==> src/rtl/mrt_pkg.sv <==
package mrt_pkg;

  // Reference cycles per dibit for the selected line rate.
  function automatic int unsigned dibit_cycles(input bit low_speed, input int unsigned slow_div);
    return low_speed ? slow_div : 1;
  endfunction

  // Dibit sent for one half of a nibble.
  // hi_half=0 picks bits [1:0], hi_half=1 picks bits [3:2].
  function automatic logic [1:0] pick_dibit(input logic [3:0] nib, input logic en,
                                            input logic subst, input logic hi_half);
    if (!en)        return 2'b00;
    else if (subst) return 2'b01;
    else if (hi_half) return nib[3:2];
    else            return nib[1:0];
  endfunction

endpackage

==> src/rtl/mrt_pacer.sv <==
module mrt_pacer #(
  parameter int unsigned PERIOD = 1
) (
  input  logic ref_clk,
  input  logic rst_n,
  output logic mii_clk,
  output logic cap_evt,
  output logic hi_evt
);
  localparam int unsigned CW = (PERIOD > 1) ? $clog2(PERIOD) : 1;

  logic [CW-1:0] cnt;
  logic          phase;
  logic          tick;

  assign tick    = (cnt == CW'(PERIOD - 1));
  assign cap_evt = tick & ~phase;
  assign hi_evt  = tick & phase;
  assign mii_clk = phase;

  always_ff @(posedge ref_clk or negedge rst_n) begin
    if (!rst_n) begin
      cnt   <= '0;
      phase <= 1'b0;
    end else begin
      cnt   <= tick ? '0 : cnt + 1'b1;
      phase <= tick ? ~phase : phase;
    end
  end

  a_r2_toggle_on_tick: assert property (@(posedge ref_clk) disable iff (!rst_n)
    tick |=> (mii_clk != $past(mii_clk)));
  a_r2_steady_between: assert property (@(posedge ref_clk) disable iff (!rst_n)
    !tick |=> $stable(mii_clk));
  a_r4_count_bound: assert property (@(posedge ref_clk) disable iff (!rst_n)
    cnt <= CW'(PERIOD - 1));

endmodule

==> src/rtl/mrt_errtrack.sv <==
module mrt_errtrack (
  input  logic ref_clk,
  input  logic rst_n,
  input  logic cap_evt,
  input  logic tx_en,
  input  logic tx_er,
  output logic subst
);
  logic err_q;

  // Substitution applies to the nibble raising the error and every later one in the frame.
  assign subst = tx_en & (tx_er | err_q);

  always_ff @(posedge ref_clk or negedge rst_n) begin
    if (!rst_n)       err_q <= 1'b0;
    else if (cap_evt) err_q <= subst;
  end

  a_r8_clear_on_idle: assert property (@(posedge ref_clk) disable iff (!rst_n)
    (cap_evt && !tx_en) |=> !err_q);
  a_r7_sticky: assert property (@(posedge ref_clk) disable iff (!rst_n)
    (cap_evt && tx_en && tx_er) |=> err_q);

endmodule

==> src/rtl/mrt_serializer.sv <==
module mrt_serializer
  import mrt_pkg::*;
(
  input  logic       ref_clk,
  input  logic       rst_n,
  input  logic       cap_evt,
  input  logic       hi_evt,
  input  logic [3:0] nib,
  input  logic       tx_en,
  input  logic       subst,
  output logic [1:0] txd,
  output logic       txen
);
  logic [1:0] hi_q;

  always_ff @(posedge ref_clk or negedge rst_n) begin
    if (!rst_n) begin
      txd  <= 2'b00;
      txen <= 1'b0;
      hi_q <= 2'b00;
    end else if (cap_evt) begin
      txd  <= pick_dibit(nib, tx_en, subst, 1'b0);
      hi_q <= pick_dibit(nib, tx_en, subst, 1'b1);
      txen <= tx_en;
    end else if (hi_evt) begin
      txd  <= hi_q;
    end
  end

  a_r4_hold: assert property (@(posedge ref_clk) disable iff (!rst_n)
    !(cap_evt || hi_evt) |=> ($stable(txd) && $stable(txen)));
  a_r5_en_spans_nibble: assert property (@(posedge ref_clk) disable iff (!rst_n)
    hi_evt |=> $stable(txen));
  a_r6_idle_zero: assert property (@(posedge ref_clk) disable iff (!rst_n)
    (cap_evt && !tx_en) |=> (txd == 2'b00 && !txen));
  a_r7_err_pattern: assert property (@(posedge ref_clk) disable iff (!rst_n)
    (cap_evt && subst) |=> (txd == 2'b01));

endmodule

==> src/rtl/mii_rmii_tx.sv <==
module mii_rmii_tx
  import mrt_pkg::*;
#(
  parameter bit          LOW_SPEED = 1'b0,
  parameter int unsigned SLOW_DIV  = 10
) (
  input  logic       ref_clk,
  input  logic       rst_n,
  input  logic [3:0] mac_txd,
  input  logic       mac_tx_en,
  input  logic       mac_tx_er,
  output logic       mii_tx_clk,
  output logic [1:0] rmii_txd,
  output logic       rmii_tx_en
);
  localparam int unsigned PERIOD = dibit_cycles(LOW_SPEED, SLOW_DIV);

  // Named internal events, shared by the submodules and the assertions.
  logic cap_evt;
  logic hi_evt;
  logic subst;

  mrt_pacer #(.PERIOD(PERIOD)) u_pacer (
    .ref_clk (ref_clk),
    .rst_n   (rst_n),
    .mii_clk (mii_tx_clk),
    .cap_evt (cap_evt),
    .hi_evt  (hi_evt)
  );

  mrt_errtrack u_err (
    .ref_clk (ref_clk),
    .rst_n   (rst_n),
    .cap_evt (cap_evt),
    .tx_en   (mac_tx_en),
    .tx_er   (mac_tx_er),
    .subst   (subst)
  );

  mrt_serializer u_ser (
    .ref_clk (ref_clk),
    .rst_n   (rst_n),
    .cap_evt (cap_evt),
    .hi_evt  (hi_evt),
    .nib     (mac_txd),
    .tx_en   (mac_tx_en),
    .subst   (subst),
    .txd     (rmii_txd),
    .txen    (rmii_tx_en)
  );

  always @(posedge ref_clk) begin
    if (!rst_n) begin
      a_r1_reset_outputs: assert (rmii_txd == 2'b00 && !rmii_tx_en && !mii_tx_clk);
    end
  end

  a_r3_capture_on_rise: assert property (@(posedge ref_clk) disable iff (!rst_n)
    cap_evt |=> mii_tx_clk);
  a_r3_high_on_fall: assert property (@(posedge ref_clk) disable iff (!rst_n)
    hi_evt |=> !mii_tx_clk);

endmodule

==> config.mk <==
export PLATFORM = sky130hd
export DESIGN_NAME = mii_rmii_tx
export DESIGN_NICKNAME = d
export VERILOG_FILES = /design/src/rtl/mrt_pkg.sv /design/src/rtl/mrt_pacer.sv /design/src/rtl/mrt_errtrack.sv /design/src/rtl/mrt_serializer.sv /design/src/rtl/mii_rmii_tx.sv
export SDC_FILE = /design/constraint.sdc
export NUM_CORES = 1
export LEC_CHECK = 0
export ABC_CLOCK_PERIOD_IN_PS = 800
export BUFFER_PORTS_ARGS = -buffer_cell sky130_fd_sc_hd__buf_2
export CAP_MARGIN = 5
export CORE_AREA = 2 2 39 41
export CTS_BUF_LIST = sky130_fd_sc_hd__clkbuf_4 sky130_fd_sc_hd__clkbuf_8
export DETAILED_ROUTE_END_ITERATION = 6
export DIE_AREA = 0 0 41 43
export HOLD_SLACK_MARGIN = 0.08
export PLACE_DENSITY = 0.47
export RECOVER_POWER = 100
export SLEW_MARGIN = 20
export SYNTH_ARGS = -nofsm -noshare
export SYNTH_HDL_FRONTEND = slang
export SYNTH_SLANG_ARGS = --single-unit
==> constraint.sdc <==
create_clock -name ref_clk -period 0.8 [get_ports ref_clk]
set_input_delay 0.04 -clock ref_clk [delete_from_list [all_inputs] [get_ports ref_clk]]
set_output_delay 0.04 -clock ref_clk [all_outputs]
set_load 0.02 [all_outputs]
# Word level (Yosys, flattened, before mapping)
# Cells that the tools add are included.
[classes]
n_addsub = 1
mul = 0
div = 0
order_cmp = 0
n_eq_ne = 0
n_shift = 0
n_mux = 7
bitwise_logic = 6
n_reduce_logical = 1
[ops]
columns = ["cell", "n"]
rows = [
  ["$mux 2", 6],
  ["$and 1x1->1", 3],
  ["$not 1->1", 2],
  ["$reduce_bool 2->1", 1],
  ["$add 1x1->1 const B", 1],
  ["$mux 1", 1],
  ["$or 1x1->1", 1],
]
[totals]
reg_bits = 8
latch_bits = 0
ram_bits = 0
rom_bits = 0
inputBits = 8
elab_cells = 21
memories = 0

# Depth between registers and ports, before layout
# Gate-level depths: netlist of the first run.
[depth]
depth_word = 5
ltp_mapped = 3
ltp_nobuf = 2

# Cells and area by module
# From an unflattened synthesis of the first run, not the netlist that was laid out.
[hier_totals]
hier_cells = 29
hier_area_um2 = 315.3
[modules_own_cells]
columns = ["module", "n_inst", "cells_per_inst", "area_per_inst_um2", "seq_area_each_um2"]
rows = [
  ["mrt_serializer", 1, 20, 232.7, 125.1],
  ["mrt_errtrack", 1, 6, 46.3, 25.0],
  ["mrt_pacer", 1, 3, 36.3, 25.0],
]

# Worst setup path after synthesis of the first run
# No wires, ideal clock.
[synth_timing]
kind = "reg-to-reg"
start = "register u_pacer.phase, in the netlist u_pacer.mii_clk"
end = "register u_ser.hi_q[1]"
setup_ns = 0.122
arrival_ns = 0.866
required_time_ns = 0.678
path_slack_ns = -0.187
stages_incl_launch_ff = 4
n_path_buf = 1
path_cell_list = "dfrtp_1 -> buf_6 -> nor2b_4 -> a32o_1"
[synth_via]
elab_chain_len = 2
[synth_rtl]
columns = ["item", "line_no", "text"]
rows = [
  ["from (decl)", "mrt_pacer.sv:13", "logic phase;"],
  ["from (signal assigned)", "mrt_pacer.sv:27", "phase <= tick ? ~phase : phase;"],
  ["$not 1->1", "mrt_pacer.sv:17", "assign cap_evt = tick & ~phase;"],
  ["$and 1x1->1", "mrt_pacer.sv:17", ""],
  ["to (signal assigned)", "mrt_serializer.sv:23", "hi_q <= pick_dibit(nib, tx_en, subst, 1'b1);"],
  ["to (decl)", "mrt_serializer.sv:14", "logic [1:0] hi_q;"],
]
# Every way passes these cells.
# A chain may end at the register's enable or synchronous reset.

# Final worst setup path of the first run
[layout_timing]
start = "register u_pacer.phase, in the netlist u_pacer.mii_clk"
end = "register u_ser.txd[1]"
[layout_via]
elab_chain_len = 3
elab_cells_between_ends = 5
[layout_rtl]
columns = ["item", "line_no", "text"]
rows = [
  ["$not 1->1", "mrt_pacer.sv:17", ""],
  ["$and 1x1->1", "mrt_pacer.sv:17", ""],
  ["$mux 2 or $reduce_bool 2->1 (tied branches)", "-", ""],
  ["to (signal assigned)", "mrt_serializer.sv:22", "txd <= pick_dibit(nib, tx_en, subst, 1'b0);"],
  ["to (signal assigned)", "mrt_serializer.sv:26", "txd <= hi_q;"],
  ["to (decl)", "mrt_serializer.sv:11", "output logic [1:0] txd,"],
]
# Several ways; a longest one is shown, not always the timed one.

==> results of run 1 <==
timing repair:
item,4_1_cts,5_1_grt
pin swaps,3,1
hold buffers,7,0
setup endpoints to repair,9,9
gates resized for setup,8,0
endpoints found under the hold margin,12,0
setup buffers,2,0
synthesized netlist by cell type:
library cell | count | area share, %
a32o_1 | 2 | 7.0
buf_6 | 1 | 3.9
dfrtp_1 | 7 | 61
inv_1 | 1 | 1.3
nand2_1 | 3 | 3.9
nand2b_4 | 1 | 4.8
nor2_1 | 1 | 1.3
nor2b_1 | 1 | 2.2
nor2b_4 | 1 | 4.8
nor3_1 | 2 | 3.5
o21ai_1 | 2 | 3.5
o22a_1 | 1 | 3.0
where the power goes:
group,internal [uW],switching [uW],total [uW]
Combinational,63.8,40.2,104
Sequential,371,8.97,380
Clock,224,130,354
layer usage:
layer	global-route usage [%]	part of all wire (%)	vias to the layer above
met5	0	0	-
met4	4.00	0	0
met3	7.85	8.3	0
met2	13.8	52	9
met1	9.97	40	114
li1	-	-	127
flip-flops by register name, indices dropped and copies added, names as in the netlist:
name             cells
u_err.err_q          1
u_pacer.mii_clk      1
u_ser.hi_q           2
u_ser.txd            2
u_ser.txen           1
through the flow:
step | power, uW | instance area (sq um) | setup TNS [ns] | utilization (%)
floorplan | 413 | 289 | -0.522 | -
finish | 838 | 504 | -0.544 | 36.4
global placement | 451 | 353 | -0.0896 | 25.5
CTS | 864 | 505 | -0.589 | 36.5
detailed placement | 452 | 353 | -0.158 | 25.5
global route | 900 | 504 | -0.853 | 36.4
cell families (layout without fill, tap and decap cells):
group,count (synthesis),after routing,synth area share (%)
AOI/OAI and AO/OA,5,5,13.5
buffers and inverters,2,25,5.22
and+or+nand+nor,9,9,20.4
DFF,7,7,60.9
layout make-up:
class	count	area (sq um)	area share [%]
Sequential cell	7	176	35.0
Multi-Input combinational cell	14	97.6	19.4
Inverter	1	3.75	0.744
Clock buffer	4	30.0	5.96
Tap cell	16	20.0	3.97
Timing Repair Buffer	20	176	35.0
path summary, 6_finish.rpt:
kind	startpoint	to	slack, ns	cells after the start
max in group asynchronous	rst_n	u_pacer.mii_clk$_DFF_PN0_	0.29	2
min in group asynchronous	rst_n	u_ser.txd[0]$_DFF_PN0_	0.22	2
setup reg to reg	u_pacer.mii_clk$_DFF_PN0_	u_ser.txd[1]$_DFF_PN0_	-0.12	2
hold reg to reg	u_ser.hi_q[0]$_DFFE_PN0N_	u_ser.hi_q[0]$_DFFE_PN0N_	0.47	2
hold / removal	mac_tx_er	u_ser.txd[0]$_DFF_PN0_	0.09	3
setup / recovery	u_pacer.mii_clk$_DFF_PN0_	u_ser.txd[1]$_DFF_PN0_	-0.12	2
tightest hold or removal path, delay by kind of cell:
kind | cells | cell delay (ns)
AO/OA/AOI/OAI | 1 | 0.11
AND/OR/NAND/NOR | 1 | 0.04
buffers and inverters | 1 | 0.10
==> results.sh, run 1 <==
export IMPL_status="finished with violations"
export IMPL_violations="setup timing"
export IMPL_place_ws_ns=-0.0535
export IMPL_crit_chain="buf_12 > a32o_1"
export IMPL_insertion_delay_ns=0.25
export IMPL_cp_slowest_cell="dfrtp_2"
export IMPL_ys_seq_elements=7
export IMPL_peakVddDrop_uv=673
export IMPL_fin_crit_ns=0.924
export IMPL_yosys_warnings=0
export IMPL_cts_buffers=3
export IMPL_slowest_delay_ns=0.46
export IMPL_fin_crit_sh_pct=115
export IMPL_grt_pass1_vias=259
export IMPL_start_util_pct=20.8
export IMPL_syn_area_per_cell_sq_um=12.5
export IMPL_synth_cell_type_count=12
export IMPL_antenna_found_initial=0
export IMPL_route_detailed_wl_per_inst_um=8.95
export IMPL_grt_usage_pct=9.63
export IMPL_die_w_um=41
export IMPL_area_delta_synth_final_pct=75.2
export IMPL_ant_nets=0
export IMPL_setup_slack_ns=-0.124
export IMPL_synth_fp_nets=31
export IMPL_first_pass_iters=2
export IMPL_fin_skew_ns=0.00438
export IMPL_rows=14
export IMPL_rsz0062_at_grt="true"
export IMPL_num_io_pins=12
export IMPL_stdcell_count=62
export IMPL_tritoncts="done"
export IMPL_critPathCaptureType="flop"
export IMPL_hold_viol_final=0
export IMPL_hold_path_class="input pin to flop"
export IMPL_htreeDepth=1
export IMPL_slew_violations=0
export IMPL_grt_overflow_total=0
export IMPL_p_leak_uw=0.000252
export IMPL_drt_wl_total_um=555
export IMPL_synthCells=23
export IMPL_final_cell_mix="dlygate4sd3_1, buf_2, dfrtp_1"
export IMPL_cp_top_family="flip-flops"
export IMPL_coreArea_sq_mm=0.00138
export IMPL_via_count=250
export IMPL_cp_arrival_ns=1.06
export IMPL_drt_iter0_markers=2
export IMPL_path_buf_inv=1
export IMPL_cts_sinks=7
export IMPL_clockBufferDepth=2
export IMPL_crit_path_start_kind="flop"
export IMPL_grt_pass1_wl_um=1040
export IMPL_path_max_fanout=6
export IMPL_portBuffers=11
export IMPL_timing_hold_ws_ns=0.0881
export IMPL_fillers=137
export IMPL_ys_seq_area_share_pct=60.9
export IMPL_diodes=0
export IMPL_drv_cap=0
export IMPL_die_area_sq_mm=0.00176
export IMPL_nets=55
export IMPL_drcViolationCount=0
export IMPL_place_hpwl_um=396
export IMPL_die_y_um=43
export IMPL_layout_commonest_cell="dlygate4sd3_1"
export IMPL_drive_above_1_share_pct=41.3
export IMPL_grt_max_degree=8
export IMPL_required_ns=0.94
export IMPL_netlist_area_sq_um=288
export IMPL_clkTransAtPathRegs_ns=0.05
export IMPL_setup_viol=7
export IMPL_gp_congestion=0.687
export IMPL_via_per_inst=4.03
export IMPL_root_buffer="clkbuf_4"
export IMPL_place_inst=49
export IMPL_criticalPathCategory="flop to flop"
export IMPL_fmax_mhz=1080
export IMPL_p_per_area_mw_per_mm2=1660
export IMPL_slew_headroom_pct=75.4
export IMPL_tightest_slew_ns=0.370
(Power assumes the default switching activity.)
==> run 2, diff against run 1 <==
--- a/config.mk
+++ b/config.mk
@@ -5,7 +5,7 @@
 export SDC_FILE = /design/constraint.sdc
 export NUM_CORES = 1
 export LEC_CHECK = 0
-export ABC_CLOCK_PERIOD_IN_PS = 800
+export ABC_CLOCK_PERIOD_IN_PS = 900
 export BUFFER_PORTS_ARGS = -buffer_cell sky130_fd_sc_hd__buf_2
 export CAP_MARGIN = 5
 export CORE_AREA = 2 2 39 41
@@ -13,7 +13,7 @@
 export DETAILED_ROUTE_END_ITERATION = 6
 export DIE_AREA = 0 0 41 43
 export HOLD_SLACK_MARGIN = 0.08
-export PLACE_DENSITY = 0.47
+export PLACE_DENSITY = 0.45
 export RECOVER_POWER = 100
 export SLEW_MARGIN = 20
 export SYNTH_ARGS = -nofsm -noshare
==> constraint.sdc (replaced) <==
create_clock -name ref_clk -period 0.9 [get_ports ref_clk]
set_input_delay 0.045 -clock ref_clk [delete_from_list [all_inputs] [get_ports ref_clk]]
set_output_delay 0.045 -clock ref_clk [all_outputs]
set_load 0.02 [all_outputs]
==> run 2 against run 1 <==
The run now ends clean; maximum frequency up 3.7%; critical path depth up 1; wire length up 17%; clock power down 7.3%; global-route usage up 1.1 points; sequential power down 11%; worst hold slack better by 0.018 ns; largest cell class unchanged; highest routed layer unchanged.
==> results.sh, run 2 (same netlist as run 1, synthesis figures left out) <==
export IMPL_grt_usage_pct=10.7
export IMPL_path_max_fanout=7
export IMPL_drt_iter0_markers=0
export IMPL_fin_skew_ns=0.00784
export IMPL_start_util_pct=20.8
export IMPL_hold_path_class="input pin to flop"
export IMPL_fin_crit_ns=0.891
export IMPL_grt_pass1_wl_um=1170
export IMPL_die_y_um=43
export IMPL_largestRegisters="u_ser.hi_q (2), u_ser.txd (2)"
export IMPL_area_delta_synth_final_pct=70.0
export IMPL_hold_viol_final=0
export IMPL_route_detailed_wl_per_inst_um=10.5
export IMPL_p_per_area_mw_per_mm2=1540
export IMPL_tritoncts="done"
export IMPL_ant_nets=0
export IMPL_portBuffers=11
export IMPL_antenna_found_initial=0
export IMPL_diodes=0
export IMPL_drv_cap=0
export IMPL_fmax_mhz=1120
export IMPL_coreArea_sq_mm=0.00138
export IMPL_criticalPathCategory="flop to flop"
export IMPL_via_per_inst=4.08
export IMPL_clkTransAtPathRegs_ns=0.06
export IMPL_gp_congestion=0.698
export IMPL_insertion_delay_ns=0.26
export IMPL_utilization_pct=35.4
export IMPL_required_ns=1.04
export IMPL_r2r_cells=3
export IMPL_peakVddDrop_uv=760
export IMPL_timing_rr_end="u_ser.txd[1]$_DFF_PN0_"
export IMPL_clockBufferDepth=2
export IMPL_tightest_slew_ns=0.407
export IMPL_grt_overflow_total=0
export IMPL_fillers=146
export IMPL_slew_violations=0
export IMPL_endpoint="u_ser.txd[1]$_DFF_PN0_"
export IMPL_drive_above_1_share_pct=47.8
export IMPL_via_count=253
export IMPL_startpoint="u_pacer.mii_clk$_DFF_PN0_"
export IMPL_rows=14
export IMPL_cts_sinks=7
export IMPL_final_cell_mix="dlygate4sd3_1, buf_2, dfrtp_1"
export IMPL_fin_crit_sh_pct=99.0
export IMPL_tns_ns=0
export IMPL_drt_wl_total_um=652
export IMPL_status="completed"
export IMPL_die_w_um=41
export IMPL_first_pass_iters=1
export IMPL_p_leak_uw=0.000251
export IMPL_rsz0062_at_grt="true"
export IMPL_reg2reg_from="u_pacer.mii_clk$_DFF_PN0_"
export IMPL_grt_pass1_vias=273
export IMPL_cts_buffers=3
export IMPL_root_buffer="clkbuf_4"
export IMPL_drcViolationCount=0
export IMPL_grt_max_degree=8
export IMPL_crit_path_start_kind="flop"
export IMPL_setup_viol=0
export IMPL_critPathCaptureType="flop"
export IMPL_htreeDepth=1
export IMPL_nets=55
export IMPL_slew_headroom_pct=72.9
export IMPL_r2r_setup_slack_ns=0.009
export IMPL_cp_arrival_ns=1.03
export IMPL_die_area_sq_mm=0.00176
export IMPL_num_io_pins=12
-- run 2: changes by cell type in the layout (fill, tap and decap cells not counted) --
| cell | before | now |
|---|---|---|
| buf_6 | 4 | 0 |
| a32o_2 | 0 | 1 |
| a32o_1 | 2 | 1 |
| clkbuf_2 | 0 | 3 |
| buf_2 | 6 | 7 |
| nor3_1 | 2 | 1 |
| o21ai_1 | 2 | 1 |
| o21ai_2 | 0 | 1 |
| nor3_2 | 0 | 1 |
-- run 2: cell type report --
class	count	area [sq um]	area share (%)
clock buffers	4	30.0	6.14
inverters	1	3.75	0.767
multi-input cells	14	108	22.0
flip-flops and latches	7	176	36.1
well taps	16	20.0	4.09
repair buffers	20	151	30.9
-- run 2: worst min-delay path by stage --
stage / startpoint / cells after the start / to
after floorplan: rst_n / 0 / u_err.err_q$_DFFE_PN0N_
after global placement: rst_n / 1 / u_ser.txd[0]$_DFF_PN0_
after detailed placement: rst_n / 1 / u_err.err_q$_DFFE_PN0N_
after CTS: mac_tx_er / 3 / u_ser.hi_q[0]$_DFFE_PN0N_
after global routing: mac_tx_er / 3 / u_ser.hi_q[0]$_DFFE_PN0N_
final: mac_tx_er / 3 / u_ser.hi_q[0]$_DFFE_PN0N_
-- run 2: power breakdown --
| group | internal, uW | switching, uW | leakage [uW] |
|---|---|---|---|
| registers | 329 | 7.82 | 0.0000846 |
| logic | 47.5 | 38.4 | 0.000148 |
| clock network | 200 | 128 | 0.0000184 |
-- run 2: worst max-delay path, cell delays in order (launching register included) --
cell and delay [ns]:
dfrtp_2 0.39, buf_12 0.12, nor2b_4 0.03, a32o_1 0.23
-- run 2: metal layers --
metal	global-route usage, %	wire, um
met2	16.6	344
met3	7.85	56
met1	10.6	252
met4	4.00	0
met5	0	0
-- run 2: timing repair --
action                                  CTS  global route
gates resized for setup                   0             3
hold buffers                              7             0
hold endpoints to repair                 12             0
pin swaps                                 0             2
endpoints found under the setup margin    1             5
buffers inserted                          2             0
-- run 2: through the flow --
stage | hold slack, ns | power (uW) | setup WS (ns) | instances | area [sq um]
6_report | 0.106 | 751 | 0.00936 | 62 | 489
5_1_grt | 0.126 | 805 | -0.0199 | 62 | 489
4_1_cts | 0.101 | 746 | 0.00541 | 62 | 480
3_5_place_dp | -0.113 | 402 | 0.0471 | 49 | 353
3_3_place_gp | -0.113 | 402 | 0.0592 | 49 | 353
2_1_floorplan | -0.251 | 367 | -0.00650 | 23 | 289
